## src/rtl/wdt2_pkg.sv

```systemverilog
package wdt2_pkg;

  typedef enum logic [1:0] {
    STG_ONE = 2'd1,
    STG_TWO = 2'd2
  } stage_e;

  localparam logic [1:0] WARN_IRQ = 2'd0;
  localparam logic [1:0] WARN_SMI = 2'd2;

endpackage

```

## src/rtl/wdt2_len.sv

```systemverilog
module wdt2_len #(
  parameter int PRE_W    = 20,
  parameter int SLOW_SH  = 15,
  parameter int FAST_SH  = 5,
  parameter int CNT_W    = 35
) (
  input  logic [PRE_W-1:0] preload,
  input  logic             fast,
  output logic [CNT_W-1:0] len
);

  logic [CNT_W-1:0] wide;
  logic [CNT_W-1:0] scaled;

  assign wide   = {{(CNT_W-PRE_W){1'b0}}, preload};
  assign scaled = fast ? (wide << FAST_SH) : (wide << SLOW_SH);
  // zero preload still yields a one-cycle stage
  assign len    = (preload == '0) ? CNT_W'(1) : scaled;

  always_comb begin
    assert_len_floor_R10: assert (len != '0);
  end

endmodule

```

## src/rtl/wdt2_ctrl.sv

```systemverilog
module wdt2_ctrl
  import wdt2_pkg::*;
#(
  parameter int CNT_W = 35
) (
  input  logic             clk,
  input  logic             rst_n,
  input  logic             enable,
  input  logic             ping,
  input  logic             free_run,
  input  logic [CNT_W-1:0] len_one,
  input  logic [CNT_W-1:0] len_two,
  output logic             fire_one,
  output logic             fire_two,
  output logic [1:0]       stage_o
);

  logic             en_q;
  logic             running_q;
  stage_e           stage_q;
  logic [CNT_W-1:0] cnt_q;
  logic             arm;
  logic             advance;
  logic             at_end;

  assign arm      = enable && (!en_q || ping);
  assign advance  = enable && en_q && !ping && running_q;
  assign at_end   = (cnt_q <= CNT_W'(1));
  assign fire_one = advance && at_end && (stage_q == STG_ONE);
  assign fire_two = advance && at_end && (stage_q == STG_TWO);
  assign stage_o  = stage_q;

  always_ff @(posedge clk) begin
    if (!rst_n) begin
      en_q      <= 1'b0;
      running_q <= 1'b0;
      stage_q   <= STG_ONE;
      cnt_q     <= '0;
    end else begin
      en_q <= enable;
      if (!enable) begin
        running_q <= 1'b0;
      end else if (arm) begin
        running_q <= 1'b1;
        stage_q   <= STG_ONE;
        cnt_q     <= len_one;
      end else if (fire_one) begin
        stage_q <= STG_TWO;
        cnt_q   <= len_two;
      end else if (fire_two) begin
        if (free_run) begin
          stage_q <= STG_ONE;
          cnt_q   <= len_one;
        end else begin
          running_q <= 1'b0;
        end
      end else if (advance) begin
        cnt_q <= cnt_q - CNT_W'(1);
      end
    end
  end

  assert_disable_stops_R3: assert property (@(posedge clk) disable iff (!rst_n)
    !enable |=> !running_q);
  assert_ping_restart_R4: assert property (@(posedge clk) disable iff (!rst_n)
    (enable && en_q && ping) |=> (stage_q == STG_ONE && cnt_q == $past(len_one)));
  assert_count_step_R2: assert property (@(posedge clk) disable iff (!rst_n)
    (advance && !at_end) |=> (cnt_q == $past(cnt_q) - CNT_W'(1)));
  assert_enter_two_R6: assert property (@(posedge clk) disable iff (!rst_n)
    fire_one |=> (stage_q == STG_TWO && cnt_q == $past(len_two)));
  assert_stop_no_free_R8: assert property (@(posedge clk) disable iff (!rst_n)
    (fire_two && !free_run) |=> (!running_q && stage_q == STG_TWO));
  assert_free_restart_R8: assert property (@(posedge clk) disable iff (!rst_n)
    (fire_two && free_run) |=> (stage_q == STG_ONE));

endmodule

```

## src/rtl/wdt2_event.sv

```systemverilog
module wdt2_event
  import wdt2_pkg::*;
(
  input  logic       clk,
  input  logic       rst_n,
  input  logic       fire_one,
  input  logic       fire_two,
  input  logic [1:0] warn_kind,
  input  logic       reboot_off,
  input  logic       flag_clr,
  output logic       irq_req,
  output logic       smi_req,
  output logic       reboot_req,
  output logic       prev_reboot
);

  logic boot_now;

  assign boot_now = fire_two && !reboot_off;

  always_ff @(posedge clk) begin
    if (!rst_n) begin
      irq_req     <= 1'b0;
      smi_req     <= 1'b0;
      reboot_req  <= 1'b0;
      prev_reboot <= 1'b0;
    end else begin
      irq_req    <= fire_one && (warn_kind == WARN_IRQ);
      smi_req    <= fire_one && (warn_kind == WARN_SMI);
      reboot_req <= boot_now;
      // a new reboot wins over a clear on the same edge
      if (boot_now)
        prev_reboot <= 1'b1;
      else if (flag_clr)
        prev_reboot <= 1'b0;
    end
  end

  assert_irq_single_R5: assert property (@(posedge clk) disable iff (!rst_n)
    irq_req |=> !irq_req);
  assert_smi_single_R5: assert property (@(posedge clk) disable iff (!rst_n)
    smi_req |=> !smi_req);
  assert_one_request_R5: assert property (@(posedge clk) disable iff (!rst_n)
    $onehot0({irq_req, smi_req, reboot_req}));
  assert_flag_on_boot_R7: assert property (@(posedge clk) disable iff (!rst_n)
    reboot_req |-> prev_reboot);
  assert_flag_hold_R9: assert property (@(posedge clk) disable iff (!rst_n)
    (prev_reboot && !flag_clr) |=> prev_reboot);
  assert_flag_clear_R9: assert property (@(posedge clk) disable iff (!rst_n)
    $fell(prev_reboot) |-> $past(flag_clr));

endmodule

```

## src/rtl/wdt2_core.sv

```systemverilog
module wdt2_core #(
  parameter int PRE_W   = 20,
  parameter int SLOW_SH = 15,
  parameter int FAST_SH = 5
) (
  input  logic             clk,
  input  logic             rst_n,
  input  logic             enable,
  input  logic             ping,
  input  logic [PRE_W-1:0] preload_one,
  input  logic [PRE_W-1:0] preload_two,
  input  logic             fast_scale,
  input  logic [1:0]       warn_kind,
  input  logic             reboot_off,
  input  logic             free_run,
  input  logic             flag_clr,
  output logic             irq_req,
  output logic             smi_req,
  output logic             reboot_req,
  output logic             prev_reboot,
  output logic [1:0]       stage
);

  localparam int SH_MAX = (SLOW_SH > FAST_SH) ? SLOW_SH : FAST_SH;
  localparam int CNT_W  = PRE_W + SH_MAX;
  localparam int N_STG  = 2;

  logic [PRE_W-1:0] pre_arr [N_STG];
  logic [CNT_W-1:0] len_arr [N_STG];
  logic             fire_one;
  logic             fire_two;

  assign pre_arr[0] = preload_one;
  assign pre_arr[1] = preload_two;

  for (genvar g = 0; g < N_STG; g++) begin : g_len
    wdt2_len #(
      .PRE_W  (PRE_W),
      .SLOW_SH(SLOW_SH),
      .FAST_SH(FAST_SH),
      .CNT_W  (CNT_W)
    ) u_len (
      .preload(pre_arr[g]),
      .fast   (fast_scale),
      .len    (len_arr[g])
    );
  end

  wdt2_ctrl #(.CNT_W(CNT_W)) u_ctrl (
    .clk     (clk),
    .rst_n   (rst_n),
    .enable  (enable),
    .ping    (ping),
    .free_run(free_run),
    .len_one (len_arr[0]),
    .len_two (len_arr[1]),
    .fire_one(fire_one),
    .fire_two(fire_two),
    .stage_o (stage)
  );

  wdt2_event u_event (
    .clk        (clk),
    .rst_n      (rst_n),
    .fire_one   (fire_one),
    .fire_two   (fire_two),
    .warn_kind  (warn_kind),
    .reboot_off (reboot_off),
    .flag_clr   (flag_clr),
    .irq_req    (irq_req),
    .smi_req    (smi_req),
    .reboot_req (reboot_req),
    .prev_reboot(prev_reboot)
  );

  assert_stage_legal_R1: assert property (@(posedge clk) disable iff (!rst_n)
    (stage == 2'd1) || (stage == 2'd2));

endmodule

```

## config.mk

```make
export PLATFORM = sky130hd
export DESIGN_NAME = wdt2_core
export DESIGN_NICKNAME = d
export VERILOG_FILES = /design/src/rtl/wdt2_pkg.sv /design/src/rtl/wdt2_len.sv /design/src/rtl/wdt2_ctrl.sv /design/src/rtl/wdt2_event.sv /design/src/rtl/wdt2_core.sv
export SDC_FILE = /design/constraint.sdc
export NUM_CORES = 1
export LEC_CHECK = 0
export BUFFER_PORTS_ARGS = -buffer_cell sky130_fd_sc_hd__buf_2
export CAP_MARGIN = 20
export CORE_MARGIN = 2
export CORE_UTILIZATION = 63
export CTS_BUF_LIST = sky130_fd_sc_hd__clkbuf_4 sky130_fd_sc_hd__clkbuf_8
export DETAILED_ROUTE_END_ITERATION = 12
export PLACE_DENSITY = 0.88
export SYNTH_ARGS = -nofsm -noshare
export SYNTH_HDL_FRONTEND = slang
export SYNTH_SLANG_ARGS = --single-unit
```

## constraint.sdc

```tcl
create_clock -name clk -period 4.9 [get_ports clk]
set_input_delay 0.49 -clock clk [delete_from_list [all_inputs] [get_ports clk]]
set_output_delay 0.49 -clock clk [all_outputs]
set_load 0.05 [all_outputs]
```

==> metrics.md, run 1 <==
| Metric | Value |
|---|---|
| Required @ worst endpoint | between 5 and 6 ns |
| Most Crowded Layer GR | met2 |
| Antenna diodes | 0 |
| Final Cell Area | around 3600 um2 |
| Static leakage | about 0.0015 uW |
| Post-Synthesis Cell Area | 3270 um2 |
| Final setup viols | 0 |
| Slowest cell on crit path | and2_1 |
| Worst Path Buf+Inv | 0 |
| Most frequent cells in the layout | buf_2 (55), nand2_1 (46), dfxtp_1 (43), nor2_1 (40), nor4_1 (19) |
| First-pass GRT wire length | 16800 um |
| Layout Utilization | a little under three quarters |
| Sequential fraction of the synthesis area | 26.3% |
| Synth Area per Inst | around 8.1 um2 |
| Netlist cell types | 66 |
| Routed Antenna Nets | 0 |
| Synth-to-Final Area Change | 10.4% |
| HP Class | input pin to flop |
| Synth warn | 0 |
| Maximum clock insertion buffer count | 2 |
| Vias | about 3600 |
| Total Routed Length | 10400 um |
| M3 GR Usage | 8.06% |
| Min-Delay Path Depth | 2 |
| Critical path fanouts, max | 17 |
| Crit Path Class | flop to flop |
| Peak VDD IR | ~160 uV |
| Slew @ Worst Pin | a little over 0.8 ns |
| Met2 usage | between 50% and 60% |
| Crit share post-route | 69.9% |
| Slew HR | between 40% and 50% |
| Post-CTS setup buffer count | 0 |
| Reg-to-reg slack, setup | approximately 1.5 ns |
| Largest net degree at the start of global routing | 37 |
| H-tree Lvls | 2 |
| Clk sink count | 43 |
| Total GRT Usage | 36.1% |
| Vias in the first global route | roughly 3400 |
| Met1 Resource Use GR | 48.0% |
| Main synth FF type | dfxtp_1 |
| Syn_nets | about 460 |
| Placed Cells | between 500 and 600 |
| Drt wl/cell | 20.1 um |
| Vias per Instance | around 7.0 |
| Detail Placement HPWL | roughly 7800 um |
| RSZ-0062 raised after global routing | no |
| Top post-synthesis cells by area | dfxtp_1 (26%), nand2_1 (5.3%), mux2_2 (4.8%), a221o_1 (4.6%), nor2_1 (4.6%) |
| Die W | roughly 76 um |
| Nets | around 500 |
| Clock latency on the worst-skew pair | ~0.31 ns |
| Max-cap violations | 0 |
| Largest area contributor in the netlist | dfxtp_1 |
| Max stage delay on crit path | 0.60 ns |
| Pwr Total | between 800 and 900 uW |
| Achievable Freq | between 200 and 300 MHz |
| Placed cell area | roughly 3500 um2 |
| Post-Synthesis Cells | approximately 410 |
| Critical path's top delay family | simple AND/OR/NAND/NOR gates |
| Area share of the largest cell type after synthesis | between 20% and 30% |
| Gr ovfl total | 0 |
| Num ports | 56 |
| R2R cell count | 7 |
| Final hold vios | 0 |
| Post-synth EDFFs | 0 |
| Root buffer cell | clkbuf_8 |
| Iter 0 DRT Violations | ~700 |
| FP Rows | 26 |
| Worst Skew | about 0.016 ns |
| Flops & latches, synth | between 40 and 50 |
| Tmin final | between 3 and 4 ns |
| Power Density | ~240 nW/um2 |
| Die H | ~76 um |
| Cts bufs inserted | 5 |
| Number of max-slew violations in the final report | 0 |
| Placer congestion estimate | around 1.0 |
| Worst-path clk slew | roughly 0.090 ns |
| Initial core utilization | between 60 and 70% |
| Fin Setup TNS | 0 ns |
| Core Area | ~5100 um2 |
| Async SR Flop Fraction | 0% |
| Non-Filler Instances | 520 |
| Critical path capture point type | flop |
| Most common cell after layout, fill and taps aside | buf_2 |
| WP depth | 7 |
| Layout cells sized above 1 | approximately 22% |
| Startpoint types | flop |
| # DRC | 0 |
| Cell Chain, Critical Path | or4_1, nor4_1, and3_1, and2_1, nor2_1, a22o_2, a221o_1 |
| Pre-Repair DR Iteration Count | 5 |
| CTS tree | done |
| Die ar. | around 5800 um2 |
| Port Buffers | between 50 and 60 |
| Status | complete, no violations |
| Worst path arrival time | approximately 3.6 ns |
| Antenna violations before repair | 0 |
| Post-cts hold buffer count | 0 |
| PostCTS Resize Cnt | 0 |
synth_stat cells, types with 4 or more instances:
cell	number
a211oi_1	7
a21oi_1	13
a221o_1	15
a22o_1	6
a22oi_1	4
a31oi_1	4
a32oi_1	4
and3_1	5
buf_2	5
buf_6	4
clkbuf_1	9
dfxtp_1	43
inv_1	7
mux2_2	14
mux2i_1	7
nand2_1	46
nand2b_1	5
nand3_1	15
nor2_1	40
nor3_1	10
nor4_1	19
o211ai_1	8
o21ai_0	7
o22ai_1	10
or3_1	8
or4_1	6
xnor2_1	13
xor2_1	17
metal layers:
layer / wire length [um] / part of all wire [%] / vias to the layer above
met1: 4190 / 40 / 1688
li1: - / - / 1633
met5: 0 / 0 / -
met3: 1220 / 12 / 57
met4: 425 / 4.1 / 0
met2: 4600 / 44 / 255
path summary, 6_finish.rpt:
kind / start / to
hold reg to reg: u_event.prev_reboot$_SDFFE_PN0P_ / u_event.prev_reboot$_SDFFE_PN0P_
setup reg to reg: u_ctrl.cnt_q[16]$_SDFFE_PN0P_ / u_ctrl.cnt_q[5]$_SDFFE_PN0P_
hold / removal: warn_kind[1] / u_event.irq_req$_SDFF_PN0_
setup / recovery: u_ctrl.cnt_q[16]$_SDFFE_PN0P_ / u_ctrl.cnt_q[5]$_SDFFE_PN0P_
worst reg2reg max path, cell delays in order, from the launching register on:
cell,delay (ns)
dfxtp_1,0.37
or4_1,0.59
nor4_1,0.38
and3_1,0.46
and2_1,0.60
nor2_1,0.38
a22o_2,0.30
a221o_1,0.25
report_power, final:
| part | switching, uW | total (uW) | internal, uW |
|---|---|---|---|
| Combinational | 150 | 256 | 106 |
| Clock | 128 | 240 | 111 |
| Sequential | 21.1 | 387 | 366 |
| Total | 299 | 882 | 583 |
per-stage QoR:
step	setup slack (ns)	hold WS, ns
6_report	1.47	0.350
5_1_grt	1.37	0.348
4_1_cts	1.55	0.354
3_5_place_dp	1.54	0.485
3_3_place_gp	1.67	0.461
2_1_floorplan	2.16	0.471
sequential cells by signal (all words and copies together), names as in the netlist:
name	flops
u_ctrl.stage_o	2
u_ctrl.en_q	1
u_event.prev_reboot	1
u_ctrl.cnt_q	35
u_event.irq_req	1
u_event.smi_req	1
u_event.reboot_req	1
u_ctrl.running_q	1
area by class of cell:
class	count	area (um2)
clock inverters	1	5.00
repair buffers	59	305
inverters	8	30.0
fillers	442	1460
flip-flops and latches	43	861
clock buffers	7	83.8
multi-input cells	332	2240
well taps	70	87.6
cell families (layout without fill, tap and decap cells):
logic type	count (synthesis)	after routing	synth area share (%)
buffers and inverters	30	75	5.39
muxes	21	21	6.95
and+or+nand+nor	176	176	28.6
adders and majority gates	2	2	0.764
DFF	43	43	26.3
AOI/OAI and AO/OA	103	103	24.0
xor gates and xnor gates	30	30	8.02
No activity file was read; power rests on OpenSTA's default activity.
==> inputs of run 2 (changes only) <==
- CORE_UTILIZATION: 63 -> 59
- PLACE_DENSITY: 0.88 -> 0.83
- clock period: 4.9 -> 3.4 ns (I/O delays scaled with it)
==> run 2 against run 1 <==
Fmax rose by 10%. Total power rose by 44%. Critical path depth increased by 2. Clock power rose by 41%. Global-route usage up 0.96 points. Sequential power increased by 44%. Die area increased by 6.4%. Register-to-register slack worse by 1.2 ns. Largest power group unchanged.
==> metrics.md, run 2 (synthesis results as in run 1) <==
| Metric | Value |
|---|---|
| Status | complete, no violations (unchanged) |
| Port Buffers | 55 (unchanged) |
| Number of max-slew violations in the final report | 0 (unchanged) |
| Static leakage | 0.00150 uW (was 0.00147 uW) |
| Post-CTS setup buffer count | 0 (unchanged) |
| Cts bufs inserted | 5 (unchanged) |
| Crit Path Class | flop to flop (unchanged) |
| DP Worst Slack | 0.336 ns (was 1.54 ns) |
| Tmin final | 3.10 ns (was 3.43 ns) |
| Max stage delay on crit path | 0.65 ns (was 0.60 ns) |
| Most flops, register | u_ctrl.cnt_q (unchanged) |
| Slew @ Worst Pin | 0.886 ns (was 0.817 ns) |
| RSZ-0062 raised after global routing | no (unchanged) |
| Final hold vios | 0 (unchanged) |
| DR WL met3 | 1150 um (was 1220 um) |
| Synth-to-Final Area Change | 11.6% (was 10.4%) |
| Nets | 506 (was 501) |
| Slew HR | 40.7% (was 45.3%) |
| Power Density | 347 nW/um2 (was 244 nW/um2) |
| Initial core utilization | 60.2% (was 64.5%) |
| Vias per Instance | 6.84 (was 6.99) |
| Reg area | 861 um2 (unchanged) |
| Cell Int Power | 840 uW (was 583 uW) |
| Antenna diodes | 0 (unchanged) |
| Fin Setup TNS | 0 ns (unchanged) |
| Maximum clock insertion buffer count | 2 (unchanged) |
| Clk sink count | 43 (unchanged) |
| Net Sw Frac | 33.8% (was 33.9%) |
| Peak VDD IR | 227 uV (was 164 uV) |
| Drt wl/cell | 21.2 um (was 20.1 um) |
| Max reg flops | 35 (unchanged) |
| # DRC | 0 (unchanged) |
| Critical path capture point type | flop (unchanged) |
| Core Area | 5440 um2 (was 5070 um2) |
| Die ar. | 6160 um2 (was 5790 um2) |
| Achievable Freq | 322 MHz (was 292 MHz) |
| Worst path arrival time | 3.29 ns (was 3.62 ns) |
| Detail Placement HPWL | 8320 um (was 7750 um) |
| Placer congestion estimate | 0.981 (was 1.04) |
| Met1 WL | 4620 um (was 4190 um) |
| H-tree Lvls | 2 (unchanged) |
| Reg power frac | 43.9% (was 43.8%) |
| Layout cells sized above 1 | 22.2% (was 21.6%) |
| Slowest cell on crit path | or4b_2 (was and2_1) |
| CTS tree | done (unchanged) |
| Most frequent cells in the layout | buf_2 (55), nand2_1 (46), dfxtp_1 (43), nor2_1 (40), nor4_1 (19) (unchanged) |
| Root buffer cell | clkbuf_8 (unchanged) |
| Vias | 3597 (was 3633) |
| Area of the multi-input gates | 2240 um2 (unchanged) |
| Antenna violations before repair | 0 (unchanged) |
| Iter 0 DRT Violations | 424 (was 703) |
| FP Rows | 27 (was 26) |
| Metal2 WL | 4980 um (was 4600 um) |
| HP Class | input pin to flop (unchanged) |
| Post-cts hold buffer count | 0 (unchanged) |
| Combinational power share | 29.4% (was 29.0%) |
| Gr ovfl total | 0 (unchanged) |
| Num ports | 56 (unchanged) |
| Clk network pwr share | 26.7% (was 27.1%) |
| Startpoint types | flop (unchanged) |
| Max-cap violations | 0 (unchanged) |
| Post-layout worst setup margin | 0.297 ns (was 1.47 ns) |
| Critical path fanouts, max | 6 (was 17) |
| Cell Chain, Critical Path | inv_1, ha_1, or4b_2, or4_4, nor4_4, and2b_1, xnor2_1, o21ai_2, a221o_1 (was or4_1, nor4_1, and3_1, and2_1, nor2_1, a22o_2, a221o_1) |
| Most common cell after layout, fill and taps aside | buf_2 (unchanged) |
| Vias in the first global route | 3388 (was 3374) |
| Pre-Repair DR Iteration Count | 6 (was 5) |
| Worst-path clk slew | 0.08 ns (was 0.09 ns) |
| Die W | 78.5 um (was 76.1 um) |
| Worst Skew | 0.00441 ns (was 0.0162 ns) |
| First-pass GRT wire length | 17700 um (was 16800 um) |
| Clock latency on the worst-skew pair | 0.29 ns (was 0.31 ns) |
| Die H | 78.5 um (was 76.1 um) |
| Crit share post-route | 91.3% (was 69.9%) |
| Top layer in use | met4 (unchanged) |
| Routed Antenna Nets | 0 (unchanged) |
| Largest net degree at the start of global routing | 37 (unchanged) |
| Required @ worst endpoint | 3.59 ns (was 5.10 ns) |
| Final setup viols | 0 (unchanged) |
| Total GRT Usage | 37.0% (was 36.1%) |
| PostCTS Resize Cnt | 0 (unchanged) |
| Pwr Total | 1270 uW (was 882 uW) |
| Total Routed Length | 11200 um (was 10400 um) |
| Switching pwr | 429 uW (was 299 uW) |
| Filler cells | 520 (was 442) |
run 2: cell count changes in the layout (fill, tap and decap cells not counted), sizes merged:
cell    before  now
clkbuf       7    6
buf         59   64
run 2: cell type report:
cell class,instances,area share (%)
clock buffer,6,2.26
clock inverter,1,0.137
sequential,43,23.6
inverter,8,0.822
timing repair buffer,64,9.38
tap,72,2.46
multi-input combinational,332,61.4
run 2: power groups by stage:
stage,Sequential [uW],Clock [uW],Combinational [uW]
finish,557,339,373
global route,560,364,404
CTS,555,344,364
detailed placement,567,0,361
global placement,566,0,356
floorplan,560,0,264
run 2: final timing paths:
| check | from | to | slack (ns) | depth (start not counted) |
|---|---|---|---|---|
| setup / recovery | u_ctrl.cnt_q[0]$_SDFFE_PN0P_ | u_ctrl.cnt_q[24]$_SDFFE_PN0P_ | 0.30 | 9 |
| hold reg to reg | u_event.prev_reboot$_SDFFE_PN0P_ | u_event.prev_reboot$_SDFFE_PN0P_ | 0.50 | 1 |
| setup reg to reg | u_ctrl.cnt_q[0]$_SDFFE_PN0P_ | u_ctrl.cnt_q[24]$_SDFFE_PN0P_ | 0.30 | 9 |
| hold / removal | reboot_off | u_event.reboot_req$_SDFF_PN0_ | 0.22 | 2 |
run 2: critical path: cells and delay by family (launching register included):
family	cells	cell delay [ns]
AOI/OAI and AO/OA	2	0.42
xor gates and xnor gates	1	0.14
buffers and inverters	1	0.11
DFF	1	0.36
and+or+nand+nor	4	1.78
adders and majority gates	1	0.18
run 2: routing by layer:
| layer | up-vias | GRT usage, % |
|---|---|---|
| met2 | 246 | 59.2 |
| met5 | - | 0 |
| li1 | 1636 | - |
| met4 | 0 | 13.5 |
| met3 | 49 | 5.75 |
| met1 | 1666 | 50.5 |
run 2: per-stage QoR:
step | hold slack (ns) | instance area (um2) | std cells | util, %
2_1_floorplan | 0.417 | 3270 | 405 | -
3_3_place_gp | 0.464 | 3570 | 519 | 65.6
3_5_place_dp | 0.470 | 3570 | 519 | 65.6
4_1_cts | 0.210 | 3650 | 526 | 67.2
5_1_grt | 0.225 | 3650 | 526 | 67.2
6_report | 0.222 | 3650 | 526 | 67.2
